### src/rtl/sar_ctl_pkg.sv
// Shared types and constants of the SAR controller.
// Assumes: nothing beyond SystemVerilog 2017.
package sar_ctl_pkg;

    // Sequencer states: idle, threshold detection, bit trials, quiet (rejected sample)
    typedef enum logic [1:0] {
        ST_IDLE   = 2'd0,
        ST_DETECT = 2'd1,
        ST_TRIAL  = 2'd2,
        ST_QUIET  = 2'd3
    } seq_state_t;

    // Reference-rail select encodings
    localparam logic [1:0] RAIL_NORMAL = 2'b01;
    localparam logic [1:0] RAIL_FLIP   = 2'b10;

endpackage

### src/rtl/sar_cfg_latch.sv
// Configuration front end: clamps the requested resolution and turns the
// sign-plus-magnitude threshold into an offset-binary DAC code. The clamped
// resolution is registered when a sample is accepted.
// Assumes: load_i is high only in the cycle in which a sample is accepted.
module sar_cfg_latch #(
    parameter int CODE_W  = 8,
    parameter int RES_W   = 4,
    parameter int THR_SIG = 5
) (
    input  logic              clk,
    input  logic              rst_n,
    input  logic              load_i,
    input  logic [RES_W-1:0]  res_i,
    input  logic [CODE_W-1:0] thr_i,
    output logic [CODE_W-1:0] thr_code_o,
    output logic [RES_W-1:0]  nbits_q_o
);

    localparam int MAG_W = CODE_W - 1;
    localparam logic [MAG_W-1:0]  KEEP_MASK = {MAG_W{1'b1}} << (MAG_W - THR_SIG);
    localparam logic [CODE_W-1:0] MID       = {1'b1, {(CODE_W-1){1'b0}}};
    localparam logic [RES_W-1:0]  RES_MAX   = RES_W'(CODE_W);
    localparam logic [RES_W-1:0]  RES_MIN   = RES_W'(1);

    logic [RES_W-1:0]  nbits_now;
    logic [CODE_W-1:0] mag_ext;

    // Clamp the requested number of trials into 1..CODE_W
    always_comb begin
        if (res_i < RES_MIN)
            nbits_now = RES_MIN;
        else if (res_i > RES_MAX)
            nbits_now = RES_MAX;
        else
            nbits_now = res_i;
    end

    // Keep only the significant magnitude bits and centre them on mid-scale
    always_comb begin
        mag_ext = {1'b0, thr_i[MAG_W-1:0] & KEEP_MASK};
        if (thr_i[CODE_W-1])
            thr_code_o = MID + mag_ext;
        else
            thr_code_o = MID - mag_ext;
    end

    // Hold the clamped resolution for the whole sample
    always_ff @(posedge clk) begin
        if (!rst_n)
            nbits_q_o <= RES_MAX;
        else if (load_i)
            nbits_q_o <= nbits_now;
    end

endmodule

### src/rtl/sar_seq.sv
// Slot sequencer: walks idle -> (detect) -> trials or quiet -> idle, counts
// slots against the latched resolution and keeps the activity flag.
// Assumes: decide_i is the comparator bit already corrected for swap.
module sar_seq #(
    parameter int RES_W = 4
) (
    input  logic                    clk,
    input  logic                    rst_n,
    input  logic                    start_i,
    input  logic                    gated_now_i,
    input  logic [RES_W-1:0]        nbits_q_i,
    input  logic                    decide_i,
    output sar_ctl_pkg::seq_state_t state_o,
    output logic [RES_W-1:0]        tidx_o,
    output logic                    take_o,
    output logic                    last_o,
    output logic                    active_o
);
    import sar_ctl_pkg::*;

    seq_state_t       state_q;
    logic [RES_W-1:0] tidx_q;
    logic             active_q;
    logic             slot_end;

    // Final slot of the trial or quiet phase
    assign slot_end = (tidx_q == nbits_q_i - RES_W'(1));
    assign take_o   = (state_q == ST_IDLE) && start_i;
    assign last_o   = (state_q == ST_TRIAL) && slot_end;
    assign state_o  = state_q;
    assign tidx_o   = tidx_q;
    assign active_o = active_q;

    // State, slot index and activity flag
    always_ff @(posedge clk) begin
        if (!rst_n) begin
            state_q  <= ST_IDLE;
            tidx_q   <= '0;
            active_q <= 1'b0;
        end else begin
            case (state_q)
                ST_IDLE: begin
                    if (start_i) begin
                        tidx_q   <= '0;
                        active_q <= !gated_now_i;
                        state_q  <= gated_now_i ? ST_DETECT : ST_TRIAL;
                    end
                end
                ST_DETECT: begin
                    tidx_q   <= '0;
                    active_q <= decide_i;
                    state_q  <= decide_i ? ST_TRIAL : ST_QUIET;
                end
                ST_TRIAL, ST_QUIET: begin
                    if (slot_end) begin
                        tidx_q  <= '0;
                        state_q <= ST_IDLE;
                    end else begin
                        tidx_q  <= tidx_q + RES_W'(1);
                    end
                end
                default: state_q <= ST_IDLE;
            endcase
        end
    end

endmodule

### src/rtl/sar_approx_reg.sv
// Approximation register: holds the decided bits, forms the DAC word for
// each slot and publishes the left-aligned result with a one-cycle strobe.
// Assumes: tidx_i counts trials from 0 at the top bit; last_i marks the final trial.
module sar_approx_reg #(
    parameter int CODE_W = 8,
    parameter int RES_W  = 4
) (
    input  logic                    clk,
    input  logic                    rst_n,
    input  sar_ctl_pkg::seq_state_t state_i,
    input  logic [RES_W-1:0]        tidx_i,
    input  logic                    take_i,
    input  logic                    gated_now_i,
    input  logic [CODE_W-1:0]       thr_code_i,
    input  logic                    decide_i,
    input  logic                    last_i,
    output logic [CODE_W-1:0]       dac_o,
    output logic [CODE_W-1:0]       result_o,
    output logic                    valid_o
);
    import sar_ctl_pkg::*;

    localparam logic [CODE_W-1:0] MID = {1'b1, {(CODE_W-1){1'b0}}};

    logic [RES_W-1:0]  pos;
    logic              in_trial;
    logic [CODE_W-1:0] acc_q;
    logic [CODE_W-1:0] acc_next;
    logic [CODE_W-1:0] trial_bits;

    // Bit under test in the current trial
    assign pos      = RES_W'(CODE_W - 1) - tidx_i;
    assign in_trial = (state_i == ST_TRIAL);

    // Per-bit decision update and next-trial bit selection
    for (genvar i = 0; i < CODE_W; i++) begin : g_bit
        assign acc_next[i] = (in_trial && pos == RES_W'(i)) ? decide_i : acc_q[i];
        if (i < CODE_W - 1) begin : g_nxt
            assign trial_bits[i] = (pos == RES_W'(i + 1));
        end else begin : g_top
            assign trial_bits[i] = 1'b0;
        end
    end

    // Accumulator, DAC word and result publication
    always_ff @(posedge clk) begin
        if (!rst_n) begin
            acc_q    <= '0;
            dac_o    <= MID;
            result_o <= '0;
            valid_o  <= 1'b0;
        end else begin
            valid_o <= 1'b0;
            if (take_i) begin
                acc_q <= '0;
                dac_o <= gated_now_i ? thr_code_i : MID;
            end else begin
                case (state_i)
                    ST_TRIAL: begin
                        acc_q <= acc_next;
                        if (last_i) begin
                            result_o <= acc_next;
                            valid_o  <= 1'b1;
                            dac_o    <= MID;
                        end else begin
                            dac_o    <= acc_next | trial_bits;
                        end
                    end
                    default: dac_o <= MID;
                endcase
            end
        end
    end

endmodule

### src/rtl/sar_flip_ctl.sv
// Flip and swap control: one flip pulse with the rails in flip setting after a
// low top-bit decision, and a swap level held until the sample ends.
// Assumes: at least one further trial follows when nbits_q_i exceeds 1.
module sar_flip_ctl #(
    parameter int RES_W = 4
) (
    input  logic                    clk,
    input  logic                    rst_n,
    input  sar_ctl_pkg::seq_state_t state_i,
    input  logic [RES_W-1:0]        tidx_i,
    input  logic [RES_W-1:0]        nbits_q_i,
    input  logic                    decide_i,
    input  logic                    take_i,
    input  logic                    last_i,
    output logic                    flip_o,
    output logic                    swap_o,
    output logic [1:0]              rail_sel_o
);
    import sar_ctl_pkg::*;

    logic flip_hit;

    // Low top-bit decision with more trials still to run
    assign flip_hit = (state_i == ST_TRIAL) && (tidx_i == '0) && !decide_i
                      && (nbits_q_i > RES_W'(1));

    // Flip pulse, rail select and swap level
    always_ff @(posedge clk) begin
        if (!rst_n) begin
            flip_o     <= 1'b0;
            swap_o     <= 1'b0;
            rail_sel_o <= RAIL_NORMAL;
        end else begin
            flip_o     <= 1'b0;
            rail_sel_o <= RAIL_NORMAL;
            if (take_i) begin
                swap_o <= 1'b0;
            end else if (flip_hit) begin
                flip_o     <= 1'b1;
                swap_o     <= 1'b1;
                rail_sel_o <= RAIL_FLIP;
            end else if (last_i) begin
                swap_o <= 1'b0;
            end
        end
    end

endmodule

### src/rtl/sar_activity_ctrl.sv
// Top of the activity-gated variable-resolution SAR controller. Joins the
// configuration front end, slot sequencer, approximation register and flip
// control, and undoes the comparator inversion caused by swap.
// Assumes: cmp_i settles within the slot in which dac_code_o is presented.
module sar_activity_ctrl #(
    parameter int CODE_W  = 8,
    parameter int THR_SIG = 5,
    localparam int RES_W  = $clog2(CODE_W + 1)
) (
    input  logic              clk,
    input  logic              rst_n,
    input  logic              start_i,
    input  logic              gated_mode_i,
    input  logic [RES_W-1:0]  res_i,
    input  logic [CODE_W-1:0] thr_i,
    input  logic              cmp_i,
    output logic [CODE_W-1:0] dac_code_o,
    output logic [1:0]        rail_sel_o,
    output logic              flip_o,
    output logic              swap_o,
    output logic [CODE_W-1:0] result_o,
    output logic              valid_o,
    output logic              active_o
);
    import sar_ctl_pkg::*;

    seq_state_t        seq_state;
    logic [RES_W-1:0]  tidx;
    logic [RES_W-1:0]  nbits_q;
    logic [CODE_W-1:0] thr_code;
    logic              take;
    logic              last;
    logic              decide;

    // Sign-corrected comparator decision
    assign decide = cmp_i ^ swap_o;

    sar_cfg_latch #(
        .CODE_W  (CODE_W),
        .RES_W   (RES_W),
        .THR_SIG (THR_SIG)
    ) u_cfg (
        .clk        (clk),
        .rst_n      (rst_n),
        .load_i     (take),
        .res_i      (res_i),
        .thr_i      (thr_i),
        .thr_code_o (thr_code),
        .nbits_q_o  (nbits_q)
    );

    sar_seq #(
        .RES_W (RES_W)
    ) u_seq (
        .clk         (clk),
        .rst_n       (rst_n),
        .start_i     (start_i),
        .gated_now_i (gated_mode_i),
        .nbits_q_i   (nbits_q),
        .decide_i    (decide),
        .state_o     (seq_state),
        .tidx_o      (tidx),
        .take_o      (take),
        .last_o      (last),
        .active_o    (active_o)
    );

    sar_approx_reg #(
        .CODE_W (CODE_W),
        .RES_W  (RES_W)
    ) u_reg (
        .clk         (clk),
        .rst_n       (rst_n),
        .state_i     (seq_state),
        .tidx_i      (tidx),
        .take_i      (take),
        .gated_now_i (gated_mode_i),
        .thr_code_i  (thr_code),
        .decide_i    (decide),
        .last_i      (last),
        .dac_o       (dac_code_o),
        .result_o    (result_o),
        .valid_o     (valid_o)
    );

    sar_flip_ctl #(
        .RES_W (RES_W)
    ) u_flip (
        .clk        (clk),
        .rst_n      (rst_n),
        .state_i    (seq_state),
        .tidx_i     (tidx),
        .nbits_q_i  (nbits_q),
        .decide_i   (decide),
        .take_i     (take),
        .last_i     (last),
        .flip_o     (flip_o),
        .swap_o     (swap_o),
        .rail_sel_o (rail_sel_o)
    );

endmodule

### config.mk
export PLATFORM = sky130hd
export DESIGN_NAME = sar_activity_ctrl
export DESIGN_NICKNAME = d
export VERILOG_FILES = /design/src/rtl/sar_ctl_pkg.sv /design/src/rtl/sar_cfg_latch.sv /design/src/rtl/sar_seq.sv /design/src/rtl/sar_approx_reg.sv /design/src/rtl/sar_flip_ctl.sv /design/src/rtl/sar_activity_ctrl.sv
export SDC_FILE = /design/constraint.sdc
export NUM_CORES = 1
export LEC_CHECK = 0
export ABC_AREA = 1
export BUFFER_PORTS_ARGS = -buffer_cell sky130_fd_sc_hd__buf_4
export CAP_MARGIN = 30
export CORE_ASPECT_RATIO = 1.1
export CORE_MARGIN = 2
export CORE_UTILIZATION = 29
export DETAILED_ROUTE_END_ITERATION = 8
export HOLD_SLACK_MARGIN = 0.1
export PLACE_DENSITY = 0.49
export SYNTH_ARGS = -nofsm -noshare
export SYNTH_HDL_FRONTEND = slang
export SYNTH_HIERARCHICAL = 1
export SYNTH_SLANG_ARGS = --single-unit
### constraint.sdc
create_clock -name clk -period 2.2 [get_ports clk]
set_input_delay 0.11 -clock clk [delete_from_list [all_inputs] [get_ports clk]]
set_output_delay 0.11 -clock clk [all_outputs]
set_load 0.005 [all_outputs]
# [After elaboration in Yosys (flattened, before gate mapping)]
# Cells that the tools add are included.
[word_totals] regBits=40 output_inout_bits=22 inputBits=17 elab_cells=93
[classes] order_cmp=3 n_reduce_logical=26 eq_ne=13 n_addsub=5 muxes=30 bitwise_logic=5
[op_table] cell="$mux W8" count=5
[op_table] cell="$eq A4 B3 Y1 const B" count=4
[op_table] cell="$mux W4" count=4
[op_table] cell="$mux W1" count=14
[op_table] cell="$logic_and A1 B1 Y1" count=13
[op_table] cell="$pmux W4 S3" count=1
[op_table] cell="$add A8 B7 Y8 const A" count=1
[op_table] cell="$eq A4 B2 Y1 const B" count=2
[op_table] cell="$logic_not A4 Y1" count=2
[op_table] cell="$mux W2" count=4
[op_table] cell="$or A8 B7 Y8" count=1
[op_table] cell="$sub A8 B7 Y8 const A" count=1
[op_table] cell="$pmux W2 S3" count=1
[op_table] cell="$add A4 B1 Y4 const B" count=1
[op_table] cell="$eq A2 B2 Y1 const B" count=2
[op_table] cell="$eq A4 B1 Y1 const B" count=1
[op_table] cell="$eq A4 B4 Y1" count=1
[op_table] cell="$gt A4 B1 Y1 const B" count=1
[op_table] cell="$gt A4 B4 Y1 const B" count=1
[op_table] cell="$lt A4 B1 Y1 const B" count=1
[op_table] cell="$reduce_and A2 Y1" count=2
[op_table] cell="$reduce_bool A2 Y1" count=2
[op_table] cell="$reduce_or A2 Y1" count=2
[op_table] cell="$sub A3 B4 Y4 const A" count=1
[op_table] cell="other kinds (11)" count=14

# [Depth between registers and ports, before layout]
[logic_depth] depth_word=8 mapped_depth=16 depth_no_buf=16

# [Modules after synthesis]
# The synthesis kept the hierarchy.
[modules_own_cells] mod="sar_approx_reg" area_each_um2=1123.6 seq_area_each_um2=500.5 cells_each=158 instances=1
[modules_own_cells] mod="sar_seq" area_each_um2=483.0 seq_area_each_um2=140.1 cells_each=73 instances=1
[modules_own_cells] mod="sar_cfg_latch" area_each_um2=291.5 seq_area_each_um2=80.1 cells_each=47 instances=1
[modules_own_cells] mod="sar_flip_ctl" area_each_um2=150.1 seq_area_each_um2=60.1 cells_each=22 instances=1
[modules_own_cells] mod="sar_activity_ctrl" area_each_um2=18.8 seq_area_each_um2=0.0 cells_each=5 instances=1

# [Least setup slack after synthesis]
# No wires, ideal clock.
[synth_timing] path_type="register -> register" from="reg u_cfg.nbits_q_o[0]" to="reg u_reg.result_o[4]" path_slack_ps=160 path_stages_with_launch=14 synth_period_minus_slack_ps=2040 setup_ps=115 path_buffers=1 t_arrival_ps=1925 t_required_ps=2085 path_cell_list="dfxtp_1 -> inv_1 -> ha_1 -> xor2_1 -> nand2_1 -> nor2_2 -> nand2_2 -> nor3_1 -> nand3_4 -> inv_2 -> buf_6 -> nand3_1 -> o211ai_1 -> inv_2"
[synth_between] elab_chain_cells=4
[synth_rtl] element="start, declared" line_no="sar_cfg_latch.sv:16" text="output logic [RES_W-1:0] nbits_q_o"
[synth_rtl] element="start signal, assigned" line_no="sar_cfg_latch.sv:52" text="nbits_q_o <= nbits_now;"
[synth_rtl] element="$sub A4 B1 Y4" line_no="sar_seq.sv:27" text="assign slot_end = (tidx_q == nbits_q_i - RES_W'(1));"
[synth_rtl] element="$eq A4 B4 Y1" line_no="sar_seq.sv:27"
[synth_rtl] element="$logic_and A1 B1 Y1" line_no="sar_seq.sv:29" text="assign last_o = (state_q == ST_TRIAL) && slot_end;"
[synth_rtl] element="via last" line_no="sar_activity_ctrl.sv:32" text="logic last;"
[synth_rtl] element="$reduce_and A3 Y1 (no source line)"
[synth_rtl] element="end signal, assigned" line_no="sar_approx_reg.sv:62" text="result_o <= acc_next;"
[synth_rtl] element="end, declared" line_no="sar_approx_reg.sv:18" text="output logic [CODE_W-1:0] result_o,"
# The timed path passes the listed nets, and every way through them passes these cells.
# A chain may end at the register's enable or synchronous reset.

# [Final worst setup path]
[layout_timing] from="reg u_seq.state_q[0] (netlist: u_seq/state_o[0])" to="reg u_cfg.nbits_q_o[1]"
[layout_between] elab_chain_cells=2
[layout_rtl] element="start, declared" line_no="sar_seq.sv:21" text="seq_state_t state_q;"
[layout_rtl] element="start signal, assigned" line_no="sar_seq.sv:46" text="state_q <= gated_now_i ? ST_DETECT : ST_TRIAL;"
[layout_rtl] element="start signal, assigned" line_no="sar_seq.sv:52" text="state_q <= decide_i ? ST_TRIAL : ST_QUIET;"
[layout_rtl] element="$logic_not A2 Y1" line_no="sar_seq.sv:28" text="assign take_o = (state_q == ST_IDLE) && start_i;"
[layout_rtl] element="$logic_and A1 B1 Y1" line_no="sar_seq.sv:28"
[layout_rtl] element="via take" line_no="sar_activity_ctrl.sv:31" text="logic take;"
# The timed path passes the listed nets, and every way through them passes these cells.

==> out/results.ini <==
[status]
outcome=complete, no violations

[run]
max-cap-violations=0

[power_and_ir_drop]
switchingPower_mw=0.4702
pwr-share-comb_pct=20.3
power.internal_mw=1.074
power_density_nw_per_um2=584.7
p_leak_nw=1.238
power_frac_clock_pct=31.2
switching_share_pct=30.46
seqPwrFrac_pct=48.5
irDropWorstVdd_v=0.0002233

[setup_path]
cp-end-kind=flip-flop
required_ns=2.42
reg2reg_depth=9
worstPathCellList=nor2_1 -> inv_2 -> nor2_1 -> buf_4 -> inv_2 -> nor2_4 -> nand2_1 -> dlygate4sd3_1 -> a21oi_1
crit_type=reg -> reg
crit_buf_inv=4
slowest_delay_ns=0.56
crit_fanout=7
reg2reg_slack_ns=0.19
cp.arrival_ns=2.23
critPathSlowestCell=dlygate4sd3_1
crit_path_start_kind=flip-flop
crit_family=buffers and inverters
timing.rr.end=u_cfg/nbits_q_o[1]
r2r-start=u_seq/state_o[0]

[global_routing]
grt_overflow=0
grt_usage_pct=13.14
antenna_found_initial=0
grt_pass1_vias=1844
grt_max_degree=19
grt_pass1_wl_um=8307

[clock_network]
cts_num_sinks=39
cts.htree.levels=2
cts_made_buffers=5
cts_max_path_buffers=2
cts_tree=yes
clk_latency_ns=0.29
clockRootBuffer=clkbuf_8
clk_pin_slew_ns=0.08

[floorplanning]
core_area_um2=6967
die_h_um=92.55
start_util_pct=29.67
pin_count=39
rows=32
die_x_um=84.50
die_area_um2=7820

[synthesis]
synth_cell_types=28
synth_seq_cells=39
synthMuxAreaShare_pct=0
yosysWarnings=6
synthAdderAreaFrac_pct=1.816
synth_top_family_by_area=simple AND/OR/NAND/NOR gates
synth-simple-area-share_pct=34.69
synth_compound_area_share_pct=12.11
synthXorXnorAreaFrac_pct=1.695
synth_cells=305
syn_avg_cell_area_um2=6.777
synth_area_um2=2067
synth-seq-area-share_pct=37.77

[sta]
setup_violations=0
fmax_mhz=497.1
min_period_ns=2.012
rsz0062_at_grt=yes
clock_skew_ns=0.007235
hold_viol_final=0
timing.final.ws_setup_ns=0.1884
drv_slew=0
fin_crit_sh_pct=91.44

[drt]
drc=0
dr_wl_met2_um=2246
drt_iter0_drc=74
wl_per_cell_um=11.04
m1WireLength_um=2386
wl_met3_um=204
highest_layer=met4
detail_route.first_pass.iterations=4
routed_wl_um=4911
vias=1976
ant_nets=0
viasPerCell=4.440

[layout]
finalInstanceArea_um2=2640
antenna_cells=0
mostFrequentLayoutCell=nand2_1
final_core_util_pct=37.90
layout-drive-gt1-share_pct=23.89
fin_nets=379
syn_to_final_growth_pct=27.72
most-common-layout-cells=80 x nand2_1, 45 x buf_4, 42 x inv_1, 37 x dfxtp_1, 34 x nand3_1

[worst_hold_path]
min_path_type=in -> reg
holdPathEnd=u_reg/dac_o[7]
hold_path_depth=2
hp-start=rst_n

[place]
hpwl_um=3641
placed_area_um2=2447
numPortBuffers=36
routabilityCongestion=0.7993
dpl_worst_slack_ns=0.06675

==> metal layers <==
layer	track usage (%)	vias up
li1	-	1068
met1	16.57	864
met2	22.05	37
met3	3.030	7
met4	4.365	0
met5	0	-
==> layout make-up <==
type	instances	area (um2)
Fill cell	767	4327
Inverter	52	202.7
Tap cell	85	106.4
Multi-Input combinational cell	209	1060
Timing Repair Buffer	51	397.9
Clock inverter	2	12.51
Timing Repair inverter	1	5.005
Sequential cell	39	783.3
Clock buffer	6	72.57
==> cell families after synthesis <==
group / count (synthesis)
AND/OR/NAND/NOR: 156
buffers and inverters: 58
AO/OA/AOI/OAI: 44
flip-flops: 39
XOR/XNOR: 4
adder cells (fa/ha/maj): 3
other: 1
==> through the flow <==
| step | setup TNS, ns | instances | hold WS [ns] | power, mW |
|---|---|---|---|---|
| detailed placement | 0 | 427 | 0.3835 | 1.069 |
| CTS | 0 | 441 | 0.1039 | 1.566 |
| floorplan | 0 | 306 | 0.1862 | 0.9668 |
| global route | -0.02957 | 445 | 0.1145 | 1.646 |
| global placement | 0 | 427 | 0.3863 | 1.068 |
| finish | 0 | 445 | 0.1059 | 1.544 |
==> how the worst max path moves through the flow <==
stage / from / endpoint / cells after the start
2_1_floorplan: u_cfg/nbits_q_o[0] / u_reg/result_o[4] / 13
3_3_place_gp: u_cfg/nbits_q_o[0] / u_reg/dac_o[7] / 14
3_5_place_dp: u_cfg/nbits_q_o[0] / u_reg/result_o[7] / 13
4_1_cts: u_cfg/nbits_q_o[0] / u_reg/result_o[7] / 13
5_1_grt: u_cfg/nbits_q_o[0] / u_reg/result_o[7] / 13
6_report: u_seq/state_o[0] / u_cfg/nbits_q_o[1] / 9
==> state kept, by name, indices dropped and copies added (netlist names) <==
name,cells
u_reg/acc_q,8
u_seq/active_o,1
u_flip/swap_o,1
u_flip/flip_o,1
u_reg/dac_o,8
u_reg/result_o,8
u_seq/tidx_o,4
u_flip/rail_sel_o,1
u_seq/state_o,2
u_cfg/nbits_q_o,4
u_reg/valid_o,1
==> synth_stat cells <==
cell      number  area share (%)
a21oi_1       23             5.6
a21oi_2        2            0.85
a22oi_1        1            0.36
buf_4          4             1.5
buf_6          1            0.54
clkbuf_1       1            0.18
conb_1         1            0.18
dfxtp_1       39              38
ha_1           3             1.8
inv_1         43             7.8
inv_2          8             1.5
inv_4          1            0.30
nand2_1       80              15
nand2_2        4             1.2
nand3_1       35             8.5
nand3_2        1            0.48
nand3_4        1            0.85
nand3b_1       3             1.1
nand4_1        1            0.30
nor2_1        19             3.5
nor2_2         8             2.4
nor2_4         3             1.6
nor3_1         1            0.24
o211ai_1       8             2.9
o21ai_0        9             2.2
o21ai_1        1            0.24
xnor2_1        1            0.42
xor2_1         3             1.3
==> power by group through the flow <==
stage / registers, mW / clock network (mW) / logic (mW)
finish: 0.749 / 0.481 / 0.314
global route: 0.753 / 0.539 / 0.354
CTS: 0.749 / 0.505 / 0.312
detailed placement: 0.766 / 0 / 0.303
global placement: 0.765 / 0 / 0.302
floorplan: 0.773 / 0 / 0.194
==> what timing repair did <==
action / CTS / global route
hold buffers: 6 / 0
resized for setup: 0 / 9
endpoints found under the hold margin: 5 / 0
setup buffers: 0 / 3
endpoints found under the setup margin: 0 / 14
(Power assumes the default switching activity.)
